===== config.mk =====
export PLATFORM = sky130hd
export DESIGN_NAME = copy_irq_ctrl
export DESIGN_NICKNAME = d
export VERILOG_FILES = /design/src/rtl/copy_irq_ctrl.sv
export SDC_FILE = /design/constraint.sdc
export NUM_CORES = 1
export LEC_CHECK = 0
export ABC_AREA = 1
export CAP_MARGIN = 20
export CORE_MARGIN = 2
export CORE_UTILIZATION = 46
export DETAILED_ROUTE_END_ITERATION = 12
export MAX_ROUTING_LAYER = met4
export PLACE_DENSITY = 0.78
export SLEW_MARGIN = 20
export SYNTH_ARGS = -nofsm -noshare
export SYNTH_HDL_FRONTEND = slang
export SYNTH_SLANG_ARGS = --single-unit

===== constraint.sdc =====
create_clock -name clk -period 2.2 [get_ports clk]
set_clock_uncertainty 0.1 [all_clocks]
set_input_delay 0.44 -clock clk [delete_from_list [all_inputs] [get_ports clk]]
set_output_delay 0.44 -clock clk [all_outputs]
set_load 0.02 [all_outputs]

===== src/rtl/copy_irq_ctrl.sv =====
module copy_irq_ctrl #(
  parameter int NCH   = 4,
  parameter int LVL_W = 8,
  parameter int DW    = 32,
  localparam int CH_W = (NCH > 1) ? $clog2(NCH) : 1,
  localparam int AW   = CH_W + 3
) (
  input  logic                 clk,
  input  logic                 rst_n,
  input  logic [NCH-1:0]       cc_evt,
  input  logic [NCH-1:0]       err_evt,
  input  logic [NCH*LVL_W-1:0] fill_lvl,
  input  logic                 reg_we,
  input  logic [AW-1:0]        reg_addr,
  input  logic [DW-1:0]        reg_wdata,
  output logic [DW-1:0]        reg_rdata,
  output logic                 irq_o
);

  logic [3:0]       stat_q [NCH];
  logic [2:0]       en_q   [NCH];
  logic [LVL_W-1:0] hi_q   [NCH];
  logic [LVL_W-1:0] lo_q   [NCH];
  logic [NCH-1:0]   men_q, above_q, below_q;
  logic [NCH-1:0]   above_now, below_now, hit, summary;
  logic [3:0]       set_v  [NCH];
  logic [3:0]       clr_v  [NCH];
  logic [NCH*4-1:0] status_flat;

  wire [1:0]      sel  = reg_addr[1:0];
  wire [CH_W-1:0] ach  = reg_addr[CH_W+1:2];
  wire            glob = reg_addr[AW-1];

  always_comb begin
    for (int c = 0; c < NCH; c++) begin
      above_now[c] = fill_lvl[c*LVL_W +: LVL_W] > hi_q[c];
      below_now[c] = fill_lvl[c*LVL_W +: LVL_W] < lo_q[c];
      hit[c]       = reg_we && !glob && (ach == CH_W'(c));
      clr_v[c]     = (hit[c] && sel == 2'd0) ? reg_wdata[3:0] : 4'd0;
      set_v[c]     = {err_evt[c], below_now[c] & ~below_q[c],
                      above_now[c] & ~above_q[c], cc_evt[c]};
      summary[c]   = |(stat_q[c] & {men_q[c], en_q[c]});
    end
  end

  always_ff @(posedge clk or negedge rst_n) begin
    if (!rst_n) begin
      men_q   <= '0;
      above_q <= '0;
      below_q <= '0;
      for (int c = 0; c < NCH; c++) begin
        stat_q[c] <= '0;
        en_q[c]   <= '0;
        hi_q[c]   <= '1;
        lo_q[c]   <= '0;
      end
    end else begin
      above_q <= above_now;
      below_q <= below_now;
      for (int c = 0; c < NCH; c++) begin
        stat_q[c] <= (stat_q[c] & ~clr_v[c]) | set_v[c];
        if (hit[c]) begin
          case (sel)
            2'd1: en_q[c] <= reg_wdata[2:0];
            2'd2: men_q[c] <= reg_wdata[0];
            2'd3: begin
              lo_q[c] <= reg_wdata[LVL_W-1:0];
              hi_q[c] <= reg_wdata[2*LVL_W-1:LVL_W];
            end
            default: ;
          endcase
        end
      end
    end
  end

  always_comb begin
    reg_rdata = '0;
    if (glob) begin
      reg_rdata[NCH-1:0] = summary;
    end else begin
      for (int c = 0; c < NCH; c++) begin
        if (ach == CH_W'(c)) begin
          case (sel)
            2'd0: reg_rdata[3:0] = stat_q[c];
            2'd1: reg_rdata[2:0] = en_q[c];
            2'd2: reg_rdata[0]   = men_q[c];
            default: reg_rdata[2*LVL_W-1:0] = {hi_q[c], lo_q[c]};
          endcase
        end
      end
    end
  end

  always_comb
    for (int c = 0; c < NCH; c++) status_flat[c*4 +: 4] = stat_q[c];

  assign irq_o = |summary;

endmodule


==> results of run 1 <==
[report_power, final]
group	leakage [nW]	internal [W]	total (W)	switching, W
sequential	1.19	0.00231	0.00253	0.000218
combinational	2.70	0.000822	0.00187	0.00105
clock	0.154	0.000885	0.00167	0.000783
[flip-flops by register name, indices dropped and copies added (netlist names)]
register	flops
below_q	4
hi_q	32
stat_q	16
men_q	4
en_q	12
lo_q	32
above_q	4
[per-stage QoR]
stage / setup WS, ns / cells / setup TNS (ns) / power, W / cell area, um^2
finish: 0.00446 / 1164 / 0 / 0.00606 / 8700
global route: -0.0421 / 1164 / -0.0689 / 0.00642 / 8700
CTS: 0.00171 / 1159 / 0 / 0.00601 / 8500
detailed placement: -1.03 / 1138 / -19.63 / 0.00430 / 8070
global placement: -1.01 / 1138 / -17.50 / 0.00421 / 8070
floorplan: 0.0455 / 856 / 0 / 0.00358 / 6720
[final cells by class]
class	instances	area share
Inverter	118	0.0529
Sequential cell	104	0.304
Tap cell	180	0.0259
Timing Repair Buffer	157	0.174
Clock inverter	5	0.00489
Multi-Input combinational cell	589	0.408
Clock buffer	11	0.0304
[metal layers]
| layer | up-vias | GRT usage | share of wire |
|---|---|---|---|
| met5 | - | - | 0 |
| met2 | 160 | 0.445 | 0.51 |
| met4 | 0 | 0.0707 | 0.021 |
| met1 | 2871 | 0.306 | 0.43 |
| li1 | 3004 | - | - |
| met3 | 36 | 0.0498 | 0.042 |
[worst paths after layout]
| path | cells after the start | slack, ns | end | from |
|---|---|---|---|---|
| setup / recovery | 8 | 0.004 | reg_rdata[7] | reg_addr[2] |
| hold reg to reg | 1 | 0.33 | stat_q[10] | below_q[1] |
| hold / removal | 1 | 0.33 | stat_q[10] | below_q[1] |
| setup reg to reg | 9 | 0.29 | stat_q[13] | hi_q[27] |
| max in group asynchronous | 3 | 0.96 | hi_q[21] | rst_n |
| min in group asynchronous | 2 | 0.46 | above_q[0] | rst_n |
[kinds of logic (layout without fill, tap and decap cells)]
logic type	after synthesis	after routing	share of synthesized area
AND/OR/NAND/NOR	287	287	0.181
AO/OA/AOI/OAI	221	221	0.186
buffers and inverters	163	291	0.113
flip-flops	104	104	0.397
adder cells (fa/ha/maj)	65	65	0.122
other	1	16	0.000563
[timing repair]
action                                  4_1_cts  5_1_grt
endpoints found under the setup margin       17       15
cloned                                        2        0
endpoints found under the hold margin        26        0
hold buffers                                  1        0
resized for setup                           135       44
pin swaps                                    11       12
buffers inserted                              4        5
[placed cells by master, fill, tap and decap left out, types with 6 or more instances in the layout]
master and count:
buf_4 70, a21oi_1 49, clkdlybuf4s50_1 58, nand3_1 18, buf_12 11, dfrtp_1 72, nand2_1 217, nand2_2 7
a21oi_2 12, o22ai_1 6, o21ai_1 36, inv_1 110, nor2_1 17, ha_1 61, o21ai_0 71, clkbuf_16 10
dfstp_2 32, buf_6 10, conb_1 16, o21ai_2 18
==> results.cfg, run 1 <==
[synth]
ys_seq_area_frac = 0.397
synthesis.area_mm2 = 0.00666
ys_ff_latch = 104
synth_cell_types = 38
synth_top_area_frac = 0.271
synthArstFlopShare = 1.00
synthTopCellsByCount = 220 x nand2_1, 115 x inv_1, 81 x o21ai_0, 72 x dfrtp_1, 65 x ha_1
avgSynthCellArea_um2 = 7.92
synth_top_cell_by_area = dfrtp_1
synth_edf_count = 0
synthCells = 841
netlist_top_cells_area = dfrtp_1 27%, dfstp_2 13%, nand2_1 12%, ha_1 12%, inv_1 6.5%
synth_warnings = 0
yosysMostFrequentCell = nand2_1
synth_ff_type = dfrtp_1

[timing]
worst_slew_pin_slew_ns = 0.538
hold_ws_ns = 0.335
slew_violations = 0
slew_headroom = 0.641
hold_viol = 0
fin_crit_sh = 0.998
max_freq_ghz = 0.455
period_needed_ns = 2.20
rsz0062_at_grt = true
setup_viol = 0

[routing]
wl_per_cell_um = 16.6
viasPerCell = 5.22
drt_iter0_markers = 491
totalWireLength_um = 19300
via_count = 6071
dr.pass1.iters = 5
antenna_left = 0
drc = 0

[layout]
register_area_mm2 = 0.00264
final_core_util = 0.622
layout-drive-gt1-share = 0.221
multi_input_area_mm2 = 0.00355
fill_cells = 1192
n_antenna_cell = 0
nets = 1124
area_growth_pct = 30.6

[place]
numPortBuffers = 80
gp_congestion = 0.946
dp_hpwl_um = 14500

[clocking]
clk_latency_ns = 0.37
cts_buffer_depth = 2
cts-htree-levels = 3
cts_tree = yes
cts.sinks = 104
clk_pin_slew_ns = 0.07
root_buffer = clkbuf_16
numCtsBuffers = 9

[power_and_ir_drop]
peakVddDrop_uv = 473
cellLeakagePower_nw = 4.04
power_density_mw_per_mm2 = 697

[flow_run]
max-cap-violations = 0

[worst_setup_path]
cp.arrival_ns = 1.66
cpPeakStageDelay_ns = 0.25
required_ns = 1.66
cp-end-kind = primary output
slowest_stage = o22ai_1
worstSetupStartpointType = primary input
critPathMaxFanout = 10
crit_chain = buf_6 -> buf_12 -> nor2_4 -> inv_4 -> o22ai_1 -> o21ai_1 -> a21oi_2 -> buf_2
path_buf_inv = 4
crit_family = compound AO/OA/AOI/OAI gates
criticalPathCategory = primary input to primary output

[floorplan]
fp-row-count = 43
core_area_mm2 = 0.0140
dieArea_mm2 = 0.0155
dieHeight_um = 124
die_w_um = 124
io_pins = 113
start_util = 0.476

[run_status]
status = finished, final reports clean

[global_routing]
grt_max_degree = 33
grt.total_usage = 0.257
grt_pass1_wl_um = 30800
grt_overflow = 0
grt_pass1_vias = 6059
antenna_found_initial = 0

[min_path]
hp-class = flop to flop
(Power assumes the default switching activity.)
==> inputs of run 2 (changes only) <==
CORE_MARGIN = 5   (was 2)
==> run 2 against run 1 <==
Effect of this change:
- the run now ends with negative setup slack left
- combinational power hardly changed
- sequential power hardly changed
- largest cell class unchanged
- critical path depth is 4 higher
- critical path type unchanged
==> results.cfg, run 2 (same netlist as run 1, synthesis figures left out) <==
[min_path]
hp-class = flop to flop
min-delay-start = below_q[1]

[floorplan]
io_pins = 113
fp-row-count = 44
dieArea_mm2 = 0.0170
dieHeight_um = 130
core_area_mm2 = 0.0144
die_w_um = 130
start_util = 0.464

[place]
gp_congestion = 0.996
dp_worst_setup_slack_ns = -1.06
place_area_mm2 = 0.00801
numPortBuffers = 80
dp_hpwl_um = 14500

[clocking]
clk_pin_slew_ns = 0.07
cts.sinks = 104
numCtsBuffers = 9
cts_buffer_depth = 2
cts_tree = yes
cts-htree-levels = 3
root_buffer = clkbuf_16
clk_latency_ns = 0.35

[global_routing]
grt_max_degree = 36
antenna_found_initial = 0
grt_pass1_wl_um = 30200
grt.total_usage = 0.234
grt_pass1_vias = 6037
grt_overflow = 0

[layout]
area_growth_pct = 33.3
final_core_util = 0.618
nets = 1128
layout-drive-gt1-share = 0.239
postLayoutCellArea_mm2 = 0.00888
reg_top3 = hi_q (32), lo_q (32), stat_q (16)
n_antenna_cell = 0
most-common-layout-cells = 210 x nand2_1, 109 x inv_1, 72 x dfrtp_1
final_common_cell = nand2_1

[worst_setup_path]
regToRegSetupSlack_ns = 0.27
cp-end-kind = primary output
worstSetupStartpointType = primary input
crit_chain = buf_8 -> buf_6 -> buf_6 -> ha_4 -> buf_8 -> a21oi_2 -> nand3_2 -> nand3_2 -> nand3_2 -> nand2_2 -> nand2_2 -> buf_6
critPathMaxFanout = 8
regToRegStartpoint = hi_q[31]
criticalPathCategory = primary input to primary output
slowest_stage = ha_4
cp.arrival_ns = 1.72
crit_start = reg_addr[1]
cpPeakStageDelay_ns = 0.16
required_ns = 1.66

[routing]
antenna_left = 0
totalWireLength_um = 19800
dr.pass1.iters = 5
drt_iter0_markers = 484
viasPerCell = 5.33
wl_per_cell_um = 16.9
via_count = 6250
drc = 0

[timing]
period_needed_ns = 2.26
hold_ws_ns = 0.345
rsz0062_at_grt = true
slew_headroom = 0.649
fin_ws_ns = -0.0576
hold_viol = 0
setup_viol = 3
worst_slew_pin_slew_ns = 0.525
fin_crit_sh = 1.03
max_freq_ghz = 0.443
slew_violations = 0

[run_status]
status = complete, but fails checks
violations = negative setup slack

[power_and_ir_drop]
report.power.total_w = 0.00606
power_density_mw_per_mm2 = 682
peakVddDrop_uv = 476
cellLeakagePower_nw = 4.15

[flow_run]
max-cap-violations = 0
==> run 2: final timing paths <==
kind                                      to  cells past startpoint
worst max-delay path            reg_rdata[0]                     12
worst min-delay path              stat_q[10]                      1
worst max register to register    stat_q[13]                      8
worst min register to register    stat_q[10]                      1
max in group asynchronous           hi_q[28]                      3
min in group asynchronous         stat_q[14]                      2
==> run 2: area by class of cell <==
type	instances	area, um^2
well taps	184	230
fillers	1187	5490
inverters	118	473
multi-input cells	589	3610
clock inverters	6	47.5
repair inverters	1	6.26
flip-flops and latches	104	2640
clock buffers	10	250
repair buffers	160	1620
==> run 2: critical path, delay by kind of cell <==
kind / cells / cell delay (ns)
compound gates: 1 / 0.15
fa+ha+maj: 1 / 0.16
buf+inv: 5 / 0.60
simple gates: 5 / 0.35
==> run 2: through the flow <==
stage | TNS (ns) | instances
3_5_place_dp | -19.12 | 1136
5_1_grt | -0.456 | 1172
6_report | -0.0743 | 1172
3_3_place_gp | -18.26 | 1136
2_1_floorplan | 0 | 856
4_1_cts | -0.0906 | 1161
==> run 2: power breakdown <==
| group | switching, W | internal [W] |
|---|---|---|
| Sequential | 0.000219 | 0.00231 |
| Clock | 0.000771 | 0.000852 |
| Combinational | 0.00106 | 0.000846 |
==> run 2: repair_timing <==
| item | in CTS | in global routing |
|---|---|---|
| setup buffers | 7 | 8 |
| setup endpoints to repair | 17 | 17 |
| hold buffers | 1 | 0 |
| endpoints found under the hold margin | 20 | 0 |
| cloned | 1 | 4 |
| gates resized for setup | 173 | 51 |
| pin swaps | 25 | 37 |
==> run 2: routing by layer <==
| metal | GRT usage | part of all wire | wire [um] |
|---|---|---|---|
| met1 | 0.292 | 0.40 | 7980 |
| met5 | - | 0 | 0 |
| met2 | 0.390 | 0.49 | 9740 |
| met3 | 0.0336 | 0.066 | 1300 |
| met4 | 0.0819 | 0.037 | 731 |
==> inputs of run 3 (changes only) <==
HOLD_SLACK_MARGIN = 0.15   (was unset)
SLEW_MARGIN = 25   (was 20)
clock period = 2.35 ns   (was 2.2 ns; I/O delays follow)
==> run 3 against run 2 <==
Effect of this change:
- final cell count shrank 1.9%
- non-clock buffer count shrank 22
- highest routed layer unchanged
- power shrank 9.4%
- via count shrank 4.3%
- global-route usage shrank 0.20 points
- the run now ends clean
- sequential power shrank 6%
- critical endpoint unchanged
==> results.cfg, run 3 (same netlist as run 1, synthesis figures left out) <==
[floorplan]
start_util = 0.464
die_w_um = 130
io_pins = 113
dieHeight_um = 130
dieArea_mm2 = 0.0170
fp-row-count = 44
core_area_mm2 = 0.0144

[routing]
dr.pass1.iters = 6
antenna_left = 0
via_count = 5979
drt_iter0_markers = 438
totalWireLength_um = 18900
wl_per_cell_um = 16.5
drc = 0
viasPerCell = 5.20

[global_routing]
grt_max_degree = 105
met3_usage = 0.0348
grt_pass1_vias = 5766
met1_usage = 0.291
use_met2 = 0.387
antenna_found_initial = 0
grt.total_usage = 0.232
grt_pass1_wl_um = 29600
grt_overflow = 0
gr-max-usage-layer = met2

[power_and_ir_drop]
p_comb_frac = 0.303
p_sw_frac = 0.338
power_density_mw_per_mm2 = 641
cellLeakagePower_nw = 3.94
report.power.total_w = 0.00548
peakVddDrop_uv = 396
power.internal_w = 0.00363
clockPowerShare = 0.266
switchingPower_w = 0.00185
power_frac_seq = 0.431

[clocking]
cts.sinks = 104
root_buffer = clkbuf_16
clk_pin_slew_ns = 0.07
cts-htree-levels = 3
clk_latency_ns = 0.36
numCtsBuffers = 9
cts_buffer_depth = 2
cts_tree = yes

[worst_setup_path]
reg2regPathDepth = 7
critPathMaxFanout = 6
required_ns = 1.78
criticalPathCategory = primary input to primary output
regToRegStartpoint = hi_q[31]
cp-end-kind = primary output
crit_start = reg_addr[3]
cp.arrival_ns = 1.75
worstSetupStartpointType = primary input
r2r_end = stat_q[13]
regToRegSetupSlack_ns = 0.55

[layout]
layout-drive-gt1-share = 0.204
final_common_cell = nand2_1
most-common-layout-cells = 217 x nand2_1, 112 x inv_1, 72 x dfrtp_1
area_growth_pct = 28.4
nets = 1106
n_antenna_cell = 0
fill_cells = 1247
reg_top3 = hi_q (32), lo_q (32), stat_q (16)
final_core_util = 0.595

[timing]
max_freq_ghz = 0.432
period_needed_ns = 2.32
hold_viol = 0
fin_crit_sh = 0.986
slew_headroom = 0.609
worst_slew_pin_slew_ns = 0.586
rsz0062_at_grt = true
fin_ws_ns = 0.0332
setup_viol = 0
slew_violations = 0

[place]
dp_hpwl_um = 13900
dp_worst_setup_slack_ns = -0.924
numPortBuffers = 80
gp_congestion = 0.989

[min_path]
min-delay-start = below_q[1]
min_to = stat_q[10]
holdPathStages = 1
hp-class = flop to flop

[run_status]
status = finished, final reports clean

[flow_run]
max-cap-violations = 0
## run 3: changes by cell type in the layout (fill, tap and decap cells not counted), sizes merged
cell           previous run  this run
buf                      97        78
clkbuf                   14        11
clkdlybuf4s50            57        58
clkinv                    5         3
clkinvlp                  0         2
dlygate4sd2               0         1
dlymetal6s2s              1         0
inv                     120       119
## run 3: power groups by stage
| stage | clock, W | combinational (W) | sequential, W |
|---|---|---|---|
| after global routing | 0.00154 | 0.00189 | 0.00240 |
| after CTS | 0.00148 | 0.00159 | 0.00236 |
| final | 0.00146 | 0.00166 | 0.00237 |
| after floorplan | 0 | 0.00102 | 0.00232 |
| after global placement | 0 | 0.00147 | 0.00238 |
| after detailed placement | 0 | 0.00152 | 0.00239 |
## run 3: final cells by class
| cell class | count | area [um^2] | share of cell area |
|---|---|---|---|
| timing repair buffer | 138 | 1370 | 0.160 |
| multi-input combinational | 589 | 3560 | 0.416 |
| clock buffer | 11 | 243 | 0.0284 |
| tap | 184 | 230 | 0.0269 |
| sequential | 104 | 2640 | 0.309 |
| clock inverter | 5 | 41.3 | 0.00483 |
| inverter | 118 | 463 | 0.0541 |
| timing repair inverter | 1 | 6.26 | 0.000732 |
## run 3: how the worst max path moves through the flow
stage	depth (start not counted)	end	slack (ns)
after floorplan	7	reg_rdata[2]	0.14
after global placement	10	reg_rdata[3]	-0.87
after detailed placement	10	reg_rdata[3]	-0.92
after CTS	8	reg_rdata[4]	0.006
after global routing	11	reg_rdata[0]	-0.03
final	11	reg_rdata[0]	0.03
## run 3: stage by stage
stage	hold WS (ns)	instances	instance area (um^2)	TNS, ns
6_report	0.335	1150	8550	0
5_1_grt	0.355	1150	8550	-0.0514
4_1_cts	0.338	1144	8350	0
3_5_place_dp	0.328	1121	7860	-13.82
3_3_place_gp	0.316	1121	7860	-13.36
2_1_floorplan	0.0744	856	6720	0
## run 3: repair_timing
action	CTS	global route
setup endpoints to repair	17	15
endpoints found under the hold margin	72	0
pin swaps	12	12
hold buffers	1	0
cloned	2	1
gates resized for setup	146	44
buffers inserted	4	6
## run 3: worst max-delay path, stage by stage
cell	delay, ns
buf_2	0.14
buf_8	0.15
nor2_4	0.19
buf_6	0.14
nand2_1	0.05
o21ai_1	0.08
a21oi_1	0.07
a21oi_2	0.18
nand2_1	0.07
nand2_1	0.08
buf_6	0.12
## run 3: per-layer routing
metal | vias up | share of wire | wire length (um)
met5 | - | 0 | 0
met4 | 0 | 0.025 | 479
met3 | 38 | 0.049 | 924
met2 | 180 | 0.50 | 9380
met1 | 2793 | 0.43 | 8150
li1 | 2968 | - | -
